[config.mk]
export PLATFORM = sky130hd
export DESIGN_NAME = ld_align_unit
export DESIGN_NICKNAME = d
export VERILOG_FILES = /design/src/rtl/ld_align_pkg.sv /design/src/rtl/ld_access_decode.sv /design/src/rtl/ld_lane_shifter.sv /design/src/rtl/ld_align_unit.sv
export SDC_FILE = /design/constraint.sdc
export NUM_CORES = 1
export LEC_CHECK = 0
export BUFFER_PORTS_ARGS = -buffer_cell sky130_fd_sc_hd__buf_2
export CAP_MARGIN = 0
export CORE_ASPECT_RATIO = 0.5
export CORE_MARGIN = 5
export CORE_UTILIZATION = 50
export CTS_CLUSTER_SIZE = 24
export DETAILED_ROUTE_END_ITERATION = 10
export PLACE_DENSITY_LB_ADDON = 0.12
export SYNTH_ARGS = -nofsm -noshare
export SYNTH_HDL_FRONTEND = slang
export SYNTH_HIERARCHICAL = 1
export SYNTH_SLANG_ARGS = --single-unit
[constraint.sdc]
create_clock -name clk -period 1.9 [get_ports clk]
set_input_delay 0.19 -clock clk [delete_from_list [all_inputs] [get_ports clk]]
set_output_delay 0.19 -clock clk [all_outputs]
set_load 0.02 [all_outputs]
[src/rtl/ld_align_pkg.sv]
// Shared types for the load alignment unit.
// Assumes: size codes are fixed by the load pipeline that drives the unit.
package ld_align_pkg;

    typedef enum logic [1:0] {
        SZ_BYTE = 2'b00,
        SZ_HALF = 2'b01,
        SZ_WORD = 2'b10,
        SZ_RSVD = 2'b11
    } ld_size_e;

    typedef enum logic [1:0] {
        ST_IDLE = 2'b00,
        ST_REQ  = 2'b01,
        ST_DONE = 2'b10
    } ld_state_e;

endpackage

[src/rtl/ld_access_decode.sv]
// Decides whether the lane shifter has a path for the requested access.
// Assumes: bytes are legal at any offset, halfwords only at even offsets,
// words only at offsets that are a multiple of four; reserved size is illegal.
module ld_access_decode
    import ld_align_pkg::*;
#(
    parameter int OFF_W = 2
) (
    input  ld_size_e             size_i,
    input  logic [OFF_W-1:0]     off_i,
    output logic                 illegal_o
);

    // Classify the access against the wired lane positions.
    always_comb begin
        case (size_i)
            SZ_BYTE: illegal_o = 1'b0;
            SZ_HALF: illegal_o = off_i[0];
            SZ_WORD: illegal_o = (off_i[1:0] != 2'b00);
            default: illegal_o = 1'b1;
        endcase
    end

endmodule

[src/rtl/ld_lane_shifter.sv]
// Restricted lane shifter with extension: byte from any lane, halfword from
// even lanes, word from lanes aligned to four. No other source offsets exist.
// Assumes: the offset has already been checked as legal for the size.
module ld_lane_shifter
    import ld_align_pkg::*;
#(
    parameter int DATA_W = 32
) (
    input  logic [DATA_W-1:0]            word_i,
    input  logic [$clog2(DATA_W/8)-1:0]  off_i,
    input  ld_size_e                     size_i,
    input  logic                         sgn_i,
    output logic [DATA_W-1:0]            res_o
);

    localparam int LANES  = DATA_W / 8;
    localparam int OFF_W  = $clog2(LANES);
    localparam int HLANES = LANES / 2;
    localparam int WLANES = LANES / 4;
    localparam int WIDX_W = (WLANES > 1) ? $clog2(WLANES) : 1;

    logic [7:0]  byte_lane [LANES];
    logic [15:0] half_lane [HLANES];
    logic [31:0] word_lane [WLANES];
    logic [OFF_W-2:0]  hidx;
    logic [WIDX_W-1:0] widx;
    logic [7:0]  bsel;
    logic [15:0] hsel;
    logic [31:0] wsel;

    genvar g;
    generate
        for (g = 0; g < LANES; g++) begin : g_byte
            assign byte_lane[g] = word_i[g*8 +: 8];
        end
        for (g = 0; g < HLANES; g++) begin : g_half
            assign half_lane[g] = word_i[g*16 +: 16];
        end
        for (g = 0; g < WLANES; g++) begin : g_word
            assign word_lane[g] = word_i[g*32 +: 32];
        end
    endgenerate

    assign hidx = off_i[OFF_W-1:1];
    assign widx = WIDX_W'(off_i >> 2);
    assign bsel = byte_lane[off_i];
    assign hsel = half_lane[hidx];
    assign wsel = word_lane[widx];

    // Fill upper bits with the extension value, then place the field at bit 0.
    always_comb begin
        res_o = '0;
        case (size_i)
            SZ_BYTE: begin
                res_o      = (sgn_i && bsel[7]) ? '1 : '0;
                res_o[7:0] = bsel;
            end
            SZ_HALF: begin
                res_o       = (sgn_i && hsel[15]) ? '1 : '0;
                res_o[15:0] = hsel;
            end
            SZ_WORD: begin
                res_o       = (sgn_i && wsel[31]) ? '1 : '0;
                res_o[31:0] = wsel;
            end
            default: res_o = '0;
        endcase
    end

endmodule

[src/rtl/ld_align_unit.sv]
// Load alignment unit: accepts one load, issues a word-aligned read, holds it
// until memory is ready, captures the word, and presents the shifted and
// extended result for one cycle. Illegal offsets are flagged, never fetched.
// Assumes: memory keeps mem_rdata valid in the cycle mem_ready is high.
module ld_align_unit
    import ld_align_pkg::*;
#(
    parameter int DATA_W = 32,
    parameter int ADDR_W = 32
) (
    input  logic              clk,
    input  logic              rst_n,
    input  logic              ld_valid,
    output logic              ld_ready,
    input  logic [ADDR_W-1:0] ld_addr,
    input  logic [1:0]        ld_size,
    input  logic              ld_signed,
    output logic              mem_req,
    output logic [ADDR_W-1:0] mem_addr,
    input  logic              mem_ready,
    input  logic [DATA_W-1:0] mem_rdata,
    output logic              res_valid,
    output logic [DATA_W-1:0] res_data,
    output logic              misalign
);

    localparam int LANES = DATA_W / 8;
    localparam int OFF_W = $clog2(LANES);

    ld_state_e         state_q;
    logic [ADDR_W-1:0] addr_q;
    ld_size_e          size_q;
    logic              sgn_q;
    logic [DATA_W-1:0] word_q;
    logic              mis_q;
    logic              accept;
    logic              illegal;

    assign accept = ld_valid && (state_q == ST_IDLE);

    ld_access_decode #(.OFF_W(OFF_W)) dec_i (
        .size_i    (ld_size_e'(ld_size)),
        .off_i     (ld_addr[OFF_W-1:0]),
        .illegal_o (illegal)
    );

    // Sequence the load: idle, hold the read request, present the result.
    always_ff @(posedge clk) begin
        if (!rst_n) begin
            state_q <= ST_IDLE;
            addr_q  <= '0;
            size_q  <= SZ_BYTE;
            sgn_q   <= 1'b0;
            word_q  <= '0;
        end else begin
            case (state_q)
                ST_IDLE: begin
                    if (accept && !illegal) begin
                        state_q <= ST_REQ;
                        addr_q  <= ld_addr;
                        size_q  <= ld_size_e'(ld_size);
                        sgn_q   <= ld_signed;
                    end
                end
                ST_REQ: begin
                    if (mem_ready) begin
                        word_q  <= mem_rdata;
                        state_q <= ST_DONE;
                    end
                end
                default: state_q <= ST_IDLE;
            endcase
        end
    end

    // Register the one-cycle rejection pulse for an illegal access.
    always_ff @(posedge clk) begin
        if (!rst_n) mis_q <= 1'b0;
        else        mis_q <= accept && illegal;
    end

    ld_lane_shifter #(.DATA_W(DATA_W)) shf_i (
        .word_i (word_q),
        .off_i  (addr_q[OFF_W-1:0]),
        .size_i (size_q),
        .sgn_i  (sgn_q),
        .res_o  (res_data)
    );

    assign ld_ready  = (state_q == ST_IDLE);
    assign mem_req   = (state_q == ST_REQ);
    assign mem_addr  = {addr_q[ADDR_W-1:OFF_W], {OFF_W{1'b0}}};
    assign res_valid = (state_q == ST_DONE);
    assign misalign  = mis_q;

endmodule

=== Word-level counts from Yosys, hierarchy flattened ===
Cells that the tools add are included.

* Register bits: 70
* Input port bits: 71
* Output and inout bits: 68
* Logic and storage cells: 44

* Order comparisons: 2
* Equal/unequal tests: 8
* Mux-type cells: 13
* Bitwise gates (word level): 2
* Reductions and logical operators: 13

{| class="wikitable"
|+ Operator list
! operator !! count
|-
| $pmux W32 S3 || 1
|-
| $mux W32 || 2
|-
| $mux W16 || 3
|-
| $bmux W8 S2 || 1
|-
| $mux W8 || 2
|-
| $eq A2 B1 Y1 const B || 3
|-
| $eq A2 B2 Y1 const B || 3
|-
| $logic_not A2 Y1 || 3
|-
| $reduce_and A2 Y1 || 3
|-
| $logic_and A1 B1 Y1 || 5
|-
| $mux W2 || 2
|-
| $ne A2 B1 Y1 const B || 2
|-
| $pmux W2 S2 || 1
|-
| $ge A3 B3 Y1 const B || 1
|-
| $not A2 Y3 || 1
|-
| $pmux W1 S3 || 1
|-
| $ge A2 B2 Y1 const B || 1
|-
| $not A1 Y2 || 1
|-
| $reduce_bool A2 Y1 || 1
|-
| $logic_not A1 Y1 || 1
|}

=== Logic depth before layout (Yosys ltp) ===
* Word-level depth: 7
* Depth in mapped cells: 6
* Mapped depth without buffers: 4

=== Cells and area by module ===
The synthesis kept the hierarchy.

{| class="wikitable"
|+ By module, submodules not included
! module !! times used !! cells an instance !! area each (um2) !! seq. area each (um2)
|-
| ld_align_unit || 1 || 336 || 3066.7 || 1401.3
|-
| ld_lane_shifter || 1 || 125 || 897.1 || 0.0
|-
| ld_access_decode || 1 || 3 || 13.8 || 0.0
|}

=== Worst setup path before layout ===
OpenSTA, ideal clock, no wires.

* Path type: register to output
* From: register size_q[1]
* To: output port res_data[21]
* Data arrival time: 1.517 ns
* Required time: 1.710 ns
* Slack: 0.193 ns
* Cell stages (with the launch flop): 6
* Buffers on the path: 2
* Cell sequence: dfxtp_1 > buf_6 > nor3b_4 > a22oi_4 > buf_6 > o21ai_0

* Cells in the longest elaborated chain, start to end: 2
* Elaborated cells between the ends (all ways): 4
* Those cells by class: 2 x eq/ne; 1 x mux; 1 x reduce/logical

{| class="wikitable"
|+ RTL lines
! item !! RTL line !! text
|-
| start, declared || ld_align_unit.sv:32 || <nowiki>ld_size_e size_q;</nowiki>
|-
| start signal, assigned || ld_align_unit.sv:61 || <nowiki>size_q <= ld_size_e'(ld_size);</nowiki>
|-
| $eq A2 B2 Y1, or another cell as far along || ld_lane_shifter.sv:53 || <nowiki>case (size_i)</nowiki>
|-
| $pmux W32 S3 (*) || ld_lane_shifter.sv:53 ||
|-
| end, declared || ld_align_unit.sv:23 || <nowiki>output logic [DATA_W-1:0] res_data,</nowiki>
|}

Mark *: on every way between the ends. The rest lies on a longest branch, timed or not.

=== Worst setup path in the final report ===
* From: register addr_q[1]
* To: output port res_data[23]

* Cells in the longest elaborated chain, start to end: 7
* Elaborated cells between the ends (all ways): 13
* Those cells by class: 9 x mux; 2 x bitwise; 2 x reduce/logical

{| class="wikitable"
|+ RTL lines
! item !! RTL line !! text
|-
| start, declared || ld_align_unit.sv:31 || <nowiki>logic [ADDR_W-1:0] addr_q;</nowiki>
|-
| start signal, assigned || ld_align_unit.sv:60 || <nowiki>addr_q <= ld_addr;</nowiki>
|-
| $not A2 Y3 (implied by the code) / $not A1 Y2 (equally long branches) || ld_lane_shifter.sv:46, ld_lane_shifter.sv:47 ||
|-
| $bmux W8 S2 / $mux W16 (equally long branches) || ld_lane_shifter.sv:46, ld_lane_shifter.sv:47 ||
|-
| $mux W8 (implied by the code) / $mux W16 (equally long branches) (2 in series) || ld_lane_shifter.sv:46, ld_lane_shifter.sv:47 ||
|-
| $logic_and A1 B1 Y1 (on tied branches) || ld_lane_shifter.sv:55, ld_lane_shifter.sv:59 ||
|-
| $mux W32 (on tied branches) || ld_lane_shifter.sv:55, ld_lane_shifter.sv:59 ||
|-
| $pmux W32 S3 (*) || ld_lane_shifter.sv:53 ||
|}

Mark *: on every way between the ends. The rest lies on a longest branch, timed or not. The select of a mux whose other input is x is not followed.

==> flow_summary_export.csv <==
group,metric,value,unit
status,status,"finished with violations",
status,violations,"negative setup slack",
setup_path,max_stage_delay,380,ps
floorplan,rows,23,
cts,cts.reportedPaths.clkPinSlew,60,ps
timing,min_period_over_period,1.039,
routing,first_pass_iters,4,
floorplan,fp.dieH,73.07,µm
floorplan,start_util,0.5044,
setup_path,worst_path_max_delay_cell,"dfxtp_4",
logic_synthesis,synth.area.top_cells,"dfxtp_1, mux2i_1, nand2_1",
routing,vias,3460,
setup_path,path_delay_family,"buffers and inverters",
logic_synthesis,syn_inst,464,
layout,final_cell_mix,"nand2_1, buf_2, mux2i_1",
global_routing,grt_max_degree,60,
logic_synthesis,yosys_most_used_dff,"dfxtp_1",
timing,whs,89.31,ps
cts,htreeDepth,3,
logic_synthesis,yosysUniqueCellTypes,40,
pwr,p_sw,1.073,mW
routing,drtIter0Drc,170,
placed_design,dp_slack,232.4,ps
placed_design,place_hpwl,6872,µm
pwr,power_density,728.6,nW/µm²
setup_path,cp.arrival,1780,ps
cts,clkLatencyLatePin,340,ps
routing,ant_nets,0,
global_routing,grt_pass1_vias,3213,
routing,drc,0,
global_routing,track_usage,0.2018,
pwr,p_comb_frac,0.159,
setup_path,cp_max_fo,7,
logic_synthesis,ys_seq_area_frac,0.3523,
logic_synthesis,async_flop_share,0,
cts,numClockSinks,70,
logic_synthesis,yosysTopAreaCellShare,0.3523,
timing,min_period,1973,ps
pwr,p_sw_frac,0.2745,
hold_path,min_path_type,"in -> reg",
pwr,seq_power_share,0.404,
pwr,clkPwrFrac,0.437,
pwr,internal_power,2.835,mW
setup_path,path_cells,"mux2_4, a22oi_4, buf_12, buf_12, o21ai_2, buf_6",
setup_path,cp.required,1710,ps
floorplan,core-area,7885,µm²
logic_synthesis,ys_seq_elements,70,
global_routing,grt_pass1_wl,15840,µm
setup_path,cp-end-kind,"output port",
setup_path,critPathMostFrequentCell,"buf_12",
logic_synthesis,postSynthAreaPerCell,8.572,µm²
job,cap_violations,0,
pwr,leakagePower,2.242,nW
layout,diodes,0,
cts,cts_root_buf,"clkbuf_16",
layout,area_growth,34.82,%
setup_path,critPathKind,"reg -> out",
global_routing,grt-ovfl-total,0,
placed_design,routabilityCongestion,0.7881,
timing,rsz0062_at_grt,"yes",
timing,tns,-1165,ps
floorplan,die-area,9947,µm²
routing,routed_wl,10350,µm
logic_synthesis,synth_edf_count,0,
layout,drive_above_1_share,0.4248,
floorplan,io_pins,139,
logic_synthesis,yosysTopAreaCell,"dfxtp_1",
pwr,ir_worst_vdd,0.4725,mV
logic_synthesis,synth_warnings,6,
setup_path,path_buf_inv,3,
cts,clock_path_buffers,2,
logic_synthesis,syn_area,3978,µm²
setup_path,start_kind,"flip-flop",
layout,nets,638,
timing,setup_viol,24,
cts,ctsHoldBuffers,0,
pwr,finalPower,3.907,mW
routing,wire_per_inst,15.13,µm
layout,layout_commonest_cell,"nand2_1",
layout,fin_util,0.6801,
global_routing,antenna_found_initial,0,
cts,cts_tree,"built",
floorplan,die_w,136.1,µm
cts,numCtsBuffers,9,
timing,setup_slack,-73.34,ps
timing,finalClockSkew,8.057,ps
timing,finalHoldViolations,0,
placed_design,io_buffers,136,
timing,fmax,0.5068,GHz
routing,avgViaCountPerCell,5.058,
timing,drv_slew,0,
## registers in the layout, summed over array words and instances, names as in the netlist
signal,cells
addr_q,32
size_q,2
word_q,32
sgn_q,1
misalign,1
state_q,2
## per-stage QoR
stage / instance area (µm²) / std cells
after floorplan: 3981 / 465
after global placement: 4483 / 660
after detailed placement: 4483 / 660
after CTS: 5115 / 685
after global routing: 5363 / 684
final: 5363 / 684
## cell families after synthesis
| group | synth area share |
|---|---|
| AND/OR/NAND/NOR | 0.1922 |
| AO/OA/AOI/OAI | 0.1217 |
| buffers and inverters | 0.1324 |
| flip-flops | 0.3523 |
| other | 0.0009428 |
| multiplexers | 0.2004 |
## cells in the mapped netlist, types with 2 or more instances
master,instances
o21ai_2,10
nor3_1,3
o31a_1,4
buf_12,3
clkbuf_1,16
o21ai_1,2
a22oi_1,27
nand3b_1,5
dfxtp_1,70
o21ai_0,16
mux2i_1,68
mux2_2,9
buf_6,9
nand2b_1,2
nor2b_1,9
buf_4,33
nand2_1,141
nor2_1,7
buf_2,9
## layout make-up
type                       instances  area, µm²
sequential                        70       1409
clock inverter                     7      78.83
timing repair buffer             163       1170
fill                             647       2522
clock buffer                       9      225.2
inverter                           1      7.507
multi-input combinational        322       2332
tap                              112      140.1
## per-layer routing
| metal | up-vias | wire (µm) | track usage |
|---|---|---|---|
| met2 | 117 | 4886 | 0.3233 |
| met1 | 1579 | 4451 | 0.2594 |
| met4 | 0 | 160 | 0.06034 |
| met3 | 15 | 852 | 0.07025 |
| met5 | - | 0 | 0 |
| li1 | 1749 | - | - |
## power by group through the flow
stage | registers (mW) | logic, mW | clock network, mW
2_1_floorplan | 1.60 | 0.434 | 0
3_3_place_gp | 1.61 | 0.544 | 0
3_5_place_dp | 1.61 | 0.549 | 0
4_1_cts | 1.58 | 0.590 | 1.75
5_1_grt | 1.59 | 0.673 | 1.84
6_report | 1.58 | 0.621 | 1.71
## timing repair
| action | 4_1_cts | 5_1_grt |
|---|---|---|
| pin swaps | 3 | 3 |
| setup buffers | 7 | 4 |
| setup endpoints to repair | 29 | 32 |
| gates cloned | 2 | 0 |
| resized for setup | 85 | 59 |
## worst reg2reg max path: cells and delay by family, from the launching register on
| family | cells | cell delay, ps |
|---|---|---|
| AND/OR/NAND/NOR | 1 | 370 |
| flip-flops | 1 | 360 |
| buffers and inverters | 1 | 300 |
| multiplexers | 1 | 210 |
## path summary, 6_finish.rpt
| path | end | slack [ps] | startpoint | cells after the start |
|---|---|---|---|---|
| max | res_data[23] | -70 | addr_q[1] | 6 |
| min | addr_q[9] | 90 | ld_addr[9] | 3 |
| max reg2reg | size_q[0] | 570 | state_q[1] | 3 |
| min reg2reg | addr_q[29] | 460 | addr_q[29] | 2 |
(Power assumes the default switching activity.)
